===== src/rtl/pit_pkg.sv =====
package pit_pkg;
  localparam int DATA_W    = 8;
  localparam int BIT_TOVF  = 7;
  localparam int BIT_RTI   = 6;
  localparam int BIT_AOVF  = 5;
  localparam int BIT_AEDGE = 4;
  localparam logic [DATA_W-1:0] MASK_IMPL = 8'hF3;
  localparam logic [DATA_W-1:0] FLAG_IMPL = 8'hF0;

  typedef struct packed {
    logic              maskWe;
    logic [DATA_W-1:0] maskData;
    logic [DATA_W-1:0] clrBits;
    logic [DATA_W-1:0] setBits;
  } pit_strobe_t;
endpackage


===== src/rtl/pit_period_counter.sv =====
module pit_period_counter #(
  parameter int BASE_EXP = 13,
  parameter int RATE_W   = 2,
  localparam int NUM_RATES = 1 << RATE_W,
  localparam int CNT_W     = BASE_EXP + NUM_RATES - 1
) (
  input  logic              clk,
  input  logic              rstN,
  input  logic              tickEn,
  input  logic [RATE_W-1:0] rateSel,
  output logic              timeout,
  output logic [CNT_W-1:0]  countOut
);
  logic [CNT_W-1:0]     countQ;
  logic [NUM_RATES-1:0] lowOnes;

  // Free-running count: the next period starts at the timeout itself.
  always_ff @(posedge clk or negedge rstN) begin
    if (!rstN)       countQ <= '0;
    else if (tickEn) countQ <= countQ + 1'b1;
  end

  for (genvar r = 0; r < NUM_RATES; r++) begin : g_rate
    assign lowOnes[r] = &countQ[BASE_EXP+r-1:0];
  end

  assign timeout  = tickEn & lowOnes[rateSel];
  assign countOut = countQ;
endmodule


===== src/rtl/pit_ctrl.sv =====
module pit_ctrl
  import pit_pkg::*;
(
  input  logic              busSel,
  input  logic              busWr,
  input  logic              busAddr,
  input  logic [DATA_W-1:0] busWdata,
  input  logic              timeout,
  input  logic              ovfSet,
  input  logic              accOvfSet,
  input  logic              accEdgeSet,
  output pit_strobe_t       strobe
);
  logic wrAccess;
  assign wrAccess = busSel & busWr;

  always_comb begin
    strobe          = '0;
    strobe.maskWe   = wrAccess & ~busAddr;
    strobe.maskData = busWdata & MASK_IMPL;
    if (wrAccess && busAddr) strobe.clrBits = busWdata & FLAG_IMPL;
    strobe.setBits[BIT_TOVF]  = ovfSet;
    strobe.setBits[BIT_RTI]   = timeout;
    strobe.setBits[BIT_AOVF]  = accOvfSet;
    strobe.setBits[BIT_AEDGE] = accEdgeSet;
  end
endmodule


===== src/rtl/pit_datapath.sv =====
module pit_datapath
  import pit_pkg::*;
#(
  parameter int RATE_W = 2
) (
  input  logic              clk,
  input  logic              rstN,
  input  pit_strobe_t       strobe,
  input  logic              busAddr,
  output logic [DATA_W-1:0] busRdata,
  output logic [RATE_W-1:0] rateSel,
  output logic [DATA_W-1:0] flagsOut,
  output logic              irq
);
  logic [DATA_W-1:0] maskQ;
  logic [DATA_W-1:0] flagQ;

  always_ff @(posedge clk or negedge rstN) begin
    if (!rstN)              maskQ <= '0;
    else if (strobe.maskWe) maskQ <= strobe.maskData;
  end

  // Set is OR-ed after the clear, so a coincident set wins.
  always_ff @(posedge clk or negedge rstN) begin
    if (!rstN) flagQ <= '0;
    else       flagQ <= ((flagQ & ~strobe.clrBits) | strobe.setBits) & FLAG_IMPL;
  end

  assign busRdata = busAddr ? flagQ : maskQ;
  assign rateSel  = maskQ[RATE_W-1:0];
  assign flagsOut = flagQ;
  assign irq      = |(flagQ & maskQ & FLAG_IMPL);
endmodule


===== src/rtl/pit_top.sv =====
module pit_top
  import pit_pkg::*;
#(
  parameter int BASE_EXP = 13,
  parameter int RATE_W   = 2,
  localparam int CNT_W   = BASE_EXP + (1 << RATE_W) - 1
) (
  input  logic              clk,
  input  logic              rstN,
  input  logic              tickEn,
  input  logic              busSel,
  input  logic              busWr,
  input  logic              busAddr,
  input  logic [DATA_W-1:0] busWdata,
  output logic [DATA_W-1:0] busRdata,
  input  logic              ovfSet,
  input  logic              accOvfSet,
  input  logic              accEdgeSet,
  output logic              irq
);
  pit_strobe_t       strobe;
  logic              timeoutPulse;
  logic [RATE_W-1:0] rateSel;
  logic [CNT_W-1:0]  periodCount;
  logic [DATA_W-1:0] flagBits;

  pit_period_counter #(.BASE_EXP(BASE_EXP), .RATE_W(RATE_W)) counter_i (
    .clk(clk), .rstN(rstN), .tickEn(tickEn), .rateSel(rateSel),
    .timeout(timeoutPulse), .countOut(periodCount)
  );

  pit_ctrl ctrl_i (
    .busSel(busSel), .busWr(busWr), .busAddr(busAddr), .busWdata(busWdata),
    .timeout(timeoutPulse), .ovfSet(ovfSet), .accOvfSet(accOvfSet),
    .accEdgeSet(accEdgeSet), .strobe(strobe)
  );

  pit_datapath #(.RATE_W(RATE_W)) datapath_i (
    .clk(clk), .rstN(rstN), .strobe(strobe), .busAddr(busAddr),
    .busRdata(busRdata), .rateSel(rateSel), .flagsOut(flagBits), .irq(irq)
  );
endmodule


===== config.mk =====
export PLATFORM = sky130hd
export DESIGN_NAME = pit_top
export DESIGN_NICKNAME = d
export VERILOG_FILES = /design/src/rtl/pit_pkg.sv /design/src/rtl/pit_period_counter.sv /design/src/rtl/pit_ctrl.sv /design/src/rtl/pit_datapath.sv /design/src/rtl/pit_top.sv
export SDC_FILE = /design/constraint.sdc
export NUM_CORES = 1
export LEC_CHECK = 0
export BUFFER_PORTS_ARGS = -buffer_cell sky130_fd_sc_hd__buf_2
export CELL_PAD_IN_SITES_DETAIL_PLACEMENT = 0
export CELL_PAD_IN_SITES_GLOBAL_PLACEMENT = 2
export CORE_UTILIZATION = 37
export DETAILED_ROUTE_END_ITERATION = 8
export PLACE_DENSITY = 0.84
export SLEW_MARGIN = 5
export SYNTH_ARGS = -nofsm -noshare
export SYNTH_HDL_FRONTEND = slang
export SYNTH_HIERARCHICAL = 1
export SYNTH_SLANG_ARGS = --single-unit

===== constraint.sdc =====
create_clock -name clk -period 1.7 [get_ports clk]
set_input_delay 0.34 -clock clk [delete_from_list [all_inputs] [get_ports clk]]
set_output_delay 0.34 -clock clk [all_outputs]
set_load 0.05 [all_outputs]

After elaboration in Yosys (flattened, before gate mapping)

Cells that the tools add are included.

Input port bits: 17
Bits in registers: 26

Order comparisons: 1
Multiplexer cells: 4
Bitwise logic cells: 8
Reductions and logical operators: 6
Add/subtract/negate cells: 1

Operators with widths:

| operator                | number |
|---|---|
| $add A16 B1 Y16 const B | 1 |
| $and A8 B8 Y8           | 2 |
| $mux W8                 | 2 |
| $reduce_and A16 Y1      | 1 |
| $reduce_and A15 Y1      | 1 |
| $reduce_and A14 Y1      | 1 |
| $reduce_and A13 Y1      | 1 |
| $not A8 Y8              | 1 |
| $or A8 B8 Y8            | 1 |
| $reduce_or A4 Y1        | 1 |
| $and A1 B1 Y1           | 3 |
| $lt A2 B3 Y1 const B    | 1 |
| $bmux W1 S2             | 1 |
| $logic_and A1 B1 Y1     | 1 |
| $mux W1                 | 1 |
| $not A1 Y1              | 1 |

Logic depth before layout (Yosys ltp)

Gate-level depths: netlist of run 1.

Depth after elaboration: 6
Depth in mapped cells: 6

Cells and area by module

Netlist of run 1, hierarchy kept.

By module, submodules not included:

| module             | instances | area each (µm²) | sequential area each (µm²) | cells each |
|---|---|---|---|---|
| pit_period_counter | 1         | 770.7           | 400.4                      | 66 |
| pit_datapath       | 1         | 640.6           | 300.3                      | 48 |
| pit_ctrl           | 1         | 197.7           | 0.0                        | 26 |

Worst setup path before layout of run 1

OpenSTA, ideal clock, no wires.

Path type: input port to output port
Start: input busAddr
End: output busRdata[0]
Path slack: 0.201 ns
Data arrival time: 1.159 ns
Data required time: 1.360 ns
Cell stages on the path: 2
Path through: buf_6 -> nor2b_1

Cells in the longest elaborated chain, start to end: 1

Ends and longest elaborated chain:

| element            | line               | RTL |
|---|---|---|
| start: declaration | pit_top.sv:13      | `input logic busAddr,` |
| $mux W8            | pit_datapath.sv:29 | `assign busRdata = busAddr ? flagQ : maskQ;` |
| end: declaration   | pit_top.sv:15      | `output logic [DATA_W-1:0] busRdata,` |

Every way passes these cells.

Worst setup path after layout of run 1

Start: register datapath_i.flagQ[4], in the netlist datapath_i/flagsOut[4]
End: output irq

Cells in the longest elaborated chain, start to end: 2

Ends and longest elaborated chain:

| element                  | line               | RTL |
|---|---|---|
| start: declaration       | pit_datapath.sv:16 | `logic [DATA_W-1:0] flagQ;` |
| start signal: assignment | pit_datapath.sv:26 | `else flagQ <= ((flagQ & ~strobe.clrBits) \| strobe.setBits) & FLAG_IMPL;` |
| $and A8 B8 Y8            | pit_datapath.sv:32 | `assign irq = \|(flagQ & maskQ & FLAG_IMPL);` |
| $reduce_or A4 Y1         | pit_datapath.sv:32 |  |
| end: declaration         | pit_top.sv:19      | `output logic irq` |

Every way passes these cells.

==> impl_metrics.ini, run 1 <==
[outcome]
status = complete, no violations

[floorplanning]
dieArea_um2 = 4360
start_util = 0.399
num_io_pins = 26
rows = 22
die_h_um = 66.0
core_area_um2 = 3800
die_w_um = 66.0

[placed_design]
gp_congestion = 0.722
port_buffers = 23
dp_hpwl_um = 1740
pre_cts_slack_ns = 0.189

[sta]
setup-violations-final = 0
slew_viol_final = 0
finalCritPeriodShare = 0.887
hold_viol = 0
relSlewSlack = 0.582
whs_ns = 0.0720
fin_ws_ns = 0.192
min_period_ns = 1.51
fin_worst_skew_ns = 0.00139
max_freq_mhz = 663
rsz0062_at_grt = no
tightest_slew_ns = 0.627
setup_tns_ns = 0

[drt]
avgRoutedWirePerCell_um = 12.9
via_per_inst = 4.84
drtPass1Iterations = 3
num_vias = 909
routed_wirelength_um = 2420
detail-route-antenna-nets = 0
drc = 0
drtIter0Drc = 21

[grt]
track_usage = 0.134
grt_pass1_wl_um = 4500
grt_max_degree = 29
use_met2 = 0.216
grt_overflow_total = 0
grtUsageMet3 = 0.0276
grt_pass1_vias = 1004
antenna_found_initial = 0
use_met1 = 0.178
top_usage_layer = met2

[pwr]
p_per_area_nw_per_um2 = 1090
p_int_mw = 1.20
p_sw_frac = 0.326
seqPwrFrac = 0.523
leakage_nw = 0.782
power_frac_comb = 0.246
ir_drop_mv = 0.492
clkPwrFrac = 0.230
p_sw_mw = 0.577

[worst_setup_path]
crit_type = flop to output pin
worst-r2r-cell-count = 4
crit_required_ns = 1.36
crit_arrival_ns = 1.17
startpoint_type = flop
endpoint_kind = output pin
crit_fanout = 3

[clock_tree]
clock_sinks = 28
insertion_delay_ns = 0.27
ctsRootBufferMaster = clkbuf_8
cts_made_buffers = 3
h-tree-depth = 1
clockBufferDepth = 2
cts_tree = done
path_clk_slew_ns = 0.09
cts_setup_buffers = 0
cts-resized-gates = 0
ctsHoldBuffers = 0

[synth]
yosys_warnings = 6
post_synth.cell_area_avg_um2 = 11.9
synthesis.area_um2 = 1520
synth_cells = 127

[run]
drv_cap = 0

[cells_and_area]
fin_nets = 159
area_delta_synth_final_pct = 7.51
antennaDiodeCount = 0
layout-drive-gt1-share = 0.336

[hold_path]
min-delay-path-class = input pin to async pin
[final timing paths]
path / from / to / slack [ns]
setup reg to reg: counter_i/countOut[0] / counter_i/countOut[14] / 0.28
hold reg to reg: counter_i/countOut[10] / counter_i/countOut[10] / 0.48
min in group clk: accOvfSet / datapath_i/flagsOut[5] / 0.24
setup / recovery: datapath_i/flagsOut[4] / irq / 0.19
hold / removal: rstN / counter_i/countOut[3] / 0.07
max in group asynchronous: rstN / counter_i/countOut[1] / 1.22
[flip-flops by register name, summed over array words and instances, names as in the netlist]
| signal | cells |
|---|---|
| counter_i/countOut | 16 |
| datapath_i/flagsOut | 4 |
| datapath_i/maskQ | 8 |
[power by group through the flow]
stage          Combinational [mW]  Sequential (mW)  Clock [mW]
2_1_floorplan               0.386            0.911           0
5_1_grt                     0.489            0.949       0.454
6_report                    0.437            0.928       0.408
3_5_place_dp                0.447            0.938           0
3_3_place_gp                0.432            0.928           0
4_1_cts                     0.446            0.929       0.429
[stage by stage]
stage | utilization | area, µm² | power, mW | instances
detailed placement | 0.414 | 1570 | 1.38 | 184
global placement | 0.414 | 1570 | 1.36 | 184
global route | 0.429 | 1630 | 1.89 | 188
CTS | 0.429 | 1630 | 1.80 | 188
finish | 0.429 | 1630 | 1.77 | 188
floorplan | - | 1520 | 1.30 | 128
[placed cells by master, fill, tap and decap left out]
cell type	n
and4_1	4
nand4_2	1
nand2_1	6
and3b_1	1
nor2_1	5
mux2_2	1
conb_1	2
xnor2_1	7
buf_2	23
ha_1	1
nor4_2	4
inv_1	7
o2111a_1	1
a22oi_1	2
clkbuf_8	4
dfrtp_1	28
o21ai_0	1
nor2b_1	5
nand4_1	3
nor3_1	4
nand3_1	3
nand4_4	1
a21o_1	4
xor2_1	8
buf_4	1
and3_1	1
mux2_4	12
[routing by layer]
layer  share of wire  up-vias  routed length (µm)
li1                -      448                   -
met1            0.50      444                1210
met2            0.45       12                1100
met3           0.031        5                  76
met4           0.015        0                  36
met5               0        -                   0
[worst max-delay path: stages (launching register included)]
cell and delay (ns):
dfrtp_1 0.40, a22oi_1 0.22, nand2_1 0.07, buf_2 0.21
[cell type report]
cell class | instances | area (µm²)
fill | 358 | 2170
sequential | 28 | 701
multi-input combinational | 77 | 664
timing repair buffer | 24 | 123
tap | 48 | 60.1
clock buffer | 4 | 55.1
inverter | 7 | 26.3
No activity file was read; power rests on OpenSTA's default activity.
==> run 2, diff against run 1 <==
==> constraint.sdc (replaced) <==
create_clock -name clk -period 1.6 [get_ports clk]
set_input_delay 0.32 -clock clk [delete_from_list [all_inputs] [get_ports clk]]
set_output_delay 0.32 -clock clk [all_outputs]
set_load 0.05 [all_outputs]
==> run 2 against run 1 <==
Net effect: critical path depth unchanged; final cell count increased by 0.53%; register-to-register slack got worse by 0.11 ns; worst hold slack got worse by 0.026 ns; sequential share of layout area decreased by 0.20 points; setup slack got worse by 0.12 ns; die area unchanged; clock skew increased by 0.0046 ns; utilization increased by 0.20 points; total power increased by 7.1%; final area increased by 0.46%; routed wire length increased by 2.5%; largest cell class unchanged.
==> impl_metrics.ini, run 2 (same netlist as run 1, synthesis figures left out) <==
[sta]
tightest_slew_ns = 0.623
fin_worst_skew_ns = 0.00601
rsz0062_at_grt = no
setup-violations-final = 0
whs_ns = 0.0457
hold_viol = 0
setup_tns_ns = 0
slew_viol_final = 0
min_period_ns = 1.53
relSlewSlack = 0.585
max_freq_mhz = 653
finalCritPeriodShare = 0.957

[clock_tree]
cts_tree = done
cts-resized-gates = 0
ctsRootBufferMaster = clkbuf_8
h-tree-depth = 1
insertion_delay_ns = 0.28
path_clk_slew_ns = 0.10
cts_setup_buffers = 0
clockBufferDepth = 2
clock_sinks = 28
cts_made_buffers = 3
ctsHoldBuffers = 0

[cells_and_area]
layout_commonest_cell = dfrtp_1
fin_nets = 160
fill_cells = 386
layout-drive-gt1-share = 0.340
antennaDiodeCount = 0
area_delta_synth_final_pct = 8.01
layout_common_cells = dfrtp_1 (28), buf_2 (23), mux2_4 (12), xor2_1 (8)
largest_reg_flops = 16

[hold_path]
min-delay-path-class = input pin to async pin

[placed_design]
port_buffers = 23
dp_hpwl_um = 1790
gp_congestion = 0.705

[worst_setup_path]
crit_fanout = 3
crit_arrival_ns = 1.21
startpoint_type = flop
crit_required_ns = 1.28
crit_type = flop to output pin
endpoint_kind = output pin
worst-r2r-cell-count = 4

[grt]
grt_max_degree = 29
antenna_found_initial = 0
grt_pass1_wl_um = 4590
track_usage = 0.141
grt_overflow_total = 0
grt_pass1_vias = 980

[floorplanning]
num_io_pins = 26
die_h_um = 66.0
die_w_um = 66.0
core_area_um2 = 3800
dieArea_um2 = 4360
start_util = 0.399
rows = 22

[drt]
wl_met3_um = 70
via_per_inst = 4.89
avgRoutedWirePerCell_um = 13.1
dr.max_layer_used = met4
drtPass1Iterations = 4
m1WireLength_um = 1250
num_vias = 925
routed_wirelength_um = 2480
met2_length_um = 1090
detail-route-antenna-nets = 0
drc = 0
drtIter0Drc = 27

[pwr]
clkPwrFrac = 0.232
seqPwrFrac = 0.520
p_sw_mw = 0.626
ir_drop_mv = 0.581
p_int_mw = 1.27
p_sw_frac = 0.330
leakage_nw = 0.788
p_per_area_nw_per_um2 = 1160
power_frac_comb = 0.248

[run]
drv_cap = 0

[outcome]
status = complete, no violations
run 2: layout make-up:
class	count	area, µm²	area share
Sequential cell	28	701	0.428
Multi-Input combinational cell	77	664	0.406
Timing Repair Buffer	25	130	0.0795
Tap cell	48	60.1	0.0367
Clock buffer	4	55.1	0.0336
Inverter	7	26.3	0.0161
run 2: path summary, 6_finish.rpt:
check,endpoint,slack (ns),start
max,irq,0.07,datapath_i/flagsOut[4]
min,counter_i/countOut[14],0.05,rstN
max reg2reg,counter_i/countOut[14],0.17,counter_i/countOut[0]
min reg2reg,counter_i/countOut[15],0.48,counter_i/countOut[15]
max in group asynchronous,datapath_i/maskQ[4],1.14,rstN
min in group clk,datapath_i/flagsOut[7],0.22,ovfSet
run 2: stage by stage:
| stage | instances | total power, mW | setup slack (ns) | cell area, µm² | utilization |
|---|---|---|---|---|---|
| detailed placement | 185 | 1.48 | 0.168 | 1580 | 0.416 |
| finish | 189 | 1.90 | 0.0684 | 1640 | 0.431 |
| global route | 189 | 2.02 | 0.00203 | 1640 | 0.431 |
| floorplan | 128 | 1.38 | 0.141 | 1520 | - |
| global placement | 185 | 1.45 | 0.171 | 1580 | 0.416 |
| CTS | 189 | 1.93 | 0.0437 | 1640 | 0.431 |
run 2: metal layers:
metal	vias up	track usage
met5	-	0
met4	0	0.0798
li1	447	-
met2	16	0.200
met3	7	0.0259
met1	455	0.198
run 2: power by group through the flow:
stage,sequential (mW),clock [mW],combinational [mW]
floorplan,0.968,0,0.410
global placement,0.986,0,0.460
detailed placement,1.00,0,0.478
CTS,0.989,0.459,0.480
global route,1.01,0.491,0.519
finish,0.987,0.441,0.471
run 2: worst max-delay path, stage by stage (launching register included):
cell	delay, ns
dfrtp_1	0.41
a22oi_1	0.24
nand2_1	0.08
buf_2	0.21
==> run 3, diff against run 2 <==
==> constraint.sdc (replaced) <==
create_clock -name clk -period 1.5 [get_ports clk]
set_input_delay 0.3 -clock clk [delete_from_list [all_inputs] [get_ports clk]]
set_output_delay 0.3 -clock clk [all_outputs]
set_load 0.05 [all_outputs]
==> run 3 against run 2 <==
Net effect: combinational power rose by 11%; worst hold slack worse by 0.015 ns; sequential share of layout area fell by 0.77 points; die area unchanged; highest routed layer unchanged; largest power group unchanged; via count rose by 0.76%; critical path type unchanged; largest cell class unchanged.
==> impl_metrics.ini, run 3 (same netlist as run 1, synthesis figures left out) <==
[clock_tree]
h-tree-depth = 1
cts_made_buffers = 3
insertion_delay_ns = 0.27
path_clk_slew_ns = 0.09
clock_sinks = 28
ctsHoldBuffers = 0
clockBufferDepth = 2
ctsRootBufferMaster = clkbuf_8
cts_tree = done

[drt]
drtIter0Drc = 21
num_vias = 932
drc = 0
routed_wirelength_um = 2370
avgRoutedWirePerCell_um = 12.5
detail-route-antenna-nets = 0
via_per_inst = 4.93
drtPass1Iterations = 4

[worst_setup_path]
crit_type = flop to output pin
rrSetupSlack_ns = 0.14
endpoint_kind = output pin
cp-startpoint = datapath_i/maskQ[4]
r2r-start = counter_i/countOut[0]
worst-r2r-cell-count = 4
crit_arrival_ns = 1.16
crit_required_ns = 1.20
slowest_delay_ns = 0.41
slowest_stage = dfrtp_1
cp-endpoint = busRdata[4]
startpoint_type = flop
crit_fanout = 3
worstReg2RegEnd = counter_i/countOut[12]
worstPathCellList = mux2_4, buf_2

[cells_and_area]
layout-drive-gt1-share = 0.355
fin_nets = 160
largest_reg_flops = 16
area_delta_synth_final_pct = 9.99
antennaDiodeCount = 0
fill_cells = 379
layout_commonest_cell = dfrtp_1
layout_common_cells = dfrtp_1 (28), buf_2 (20), mux2_4 (12), xor2_1 (8)

[sta]
rsz0062_at_grt = no
min_period_ns = 1.46
max_freq_mhz = 686
setup_tns_ns = 0
tightest_slew_ns = 0.603
slew_viol_final = 0
finalCritPeriodShare = 0.972
whs_ns = 0.0304
relSlewSlack = 0.598
setup-violations-final = 0
hold_viol = 0
fin_worst_skew_ns = 0.00101

[placed_design]
port_buffers = 23
dp_hpwl_um = 1730
gp_congestion = 0.710

[grt]
grt_max_degree = 29
grt_pass1_vias = 943
use_met1 = 0.179
antenna_found_initial = 0
grt_overflow_total = 0
use_met2 = 0.198
track_usage = 0.129
grtUsageMet3 = 0.0241
top_usage_layer = met2
grt_pass1_wl_um = 4300

[floorplanning]
dieArea_um2 = 4360
start_util = 0.399
rows = 22
die_h_um = 66.0
core_area_um2 = 3800
num_io_pins = 26
die_w_um = 66.0

[outcome]
status = complete, no violations

[hold_path]
min-delay-path-class = input pin to async pin

[pwr]
leakage_nw = 0.795
ir_drop_mv = 0.688
p_per_area_nw_per_um2 = 1220

[run]
drv_cap = 0
[run 3: where the power goes]
group	switching, mW	total [mW]	leakage (nW)	internal (mW)
combinational	0.277	0.522	0.434	0.245
sequential	0.161	1.05	0.332	0.891
clock	0.219	0.454	0.0288	0.234
total	0.658	2.03	0.795	1.37
[run 3: per-stage QoR]
stage / instance area [µm²] / std cells / power (mW) / setup WS, ns / util
2_1_floorplan: 1520 / 128 / 1.47 / 0.0809 / -
3_3_place_gp: 1590 / 185 / 1.55 / 0.112 / 0.420
3_5_place_dp: 1590 / 185 / 1.58 / 0.0718 / 0.420
4_1_cts: 1650 / 189 / 2.04 / 0.00468 / 0.434
5_1_grt: 1670 / 189 / 2.16 / 0.00512 / 0.439
6_report: 1670 / 189 / 2.03 / 0.0418 / 0.439
[run 3: how the worst min path moves through the flow]
stage	start	to	slack [ns]	cells past startpoint
floorplan	rstN	counter_i/countOut[0]	0.004	0
global placement	rstN	counter_i/countOut[3]	0.34	1
detailed placement	rstN	counter_i/countOut[2]	0.35	1
CTS	rstN	counter_i/countOut[2]	0.05	1
global route	rstN	counter_i/countOut[3]	0.07	1
finish	rstN	counter_i/countOut[3]	0.03	1
[run 3: timing repair]
item,CTS,global route
resized for setup,0,8
buffers inserted,0,0
endpoints found under the setup margin,0,5
[run 3: critical path: cells and delay by family, from the launching register on]
| kind | cells | cell delay [ns] |
|---|---|---|
| buffers and inverters | 1 | 0.21 |
| DFF | 1 | 0.41 |
| muxes | 1 | 0.27 |
[run 3: final cells by class]
class                           instances  area, µm²  area share
Timing Repair Buffer                   25        150      0.0901
Clock buffer                            4       55.1      0.0330
Sequential cell                        28        701       0.420
Tap cell                               48       60.1      0.0360
Multi-Input combinational cell         77        674       0.405
Inverter                                7       26.3      0.0158
[run 3: layer usage]
layer	vias to the layer above	share of wire
met4	0	0.0084
li1	448	-
met1	461	0.49
met3	2	0.038
met2	21	0.46
met5	-	0
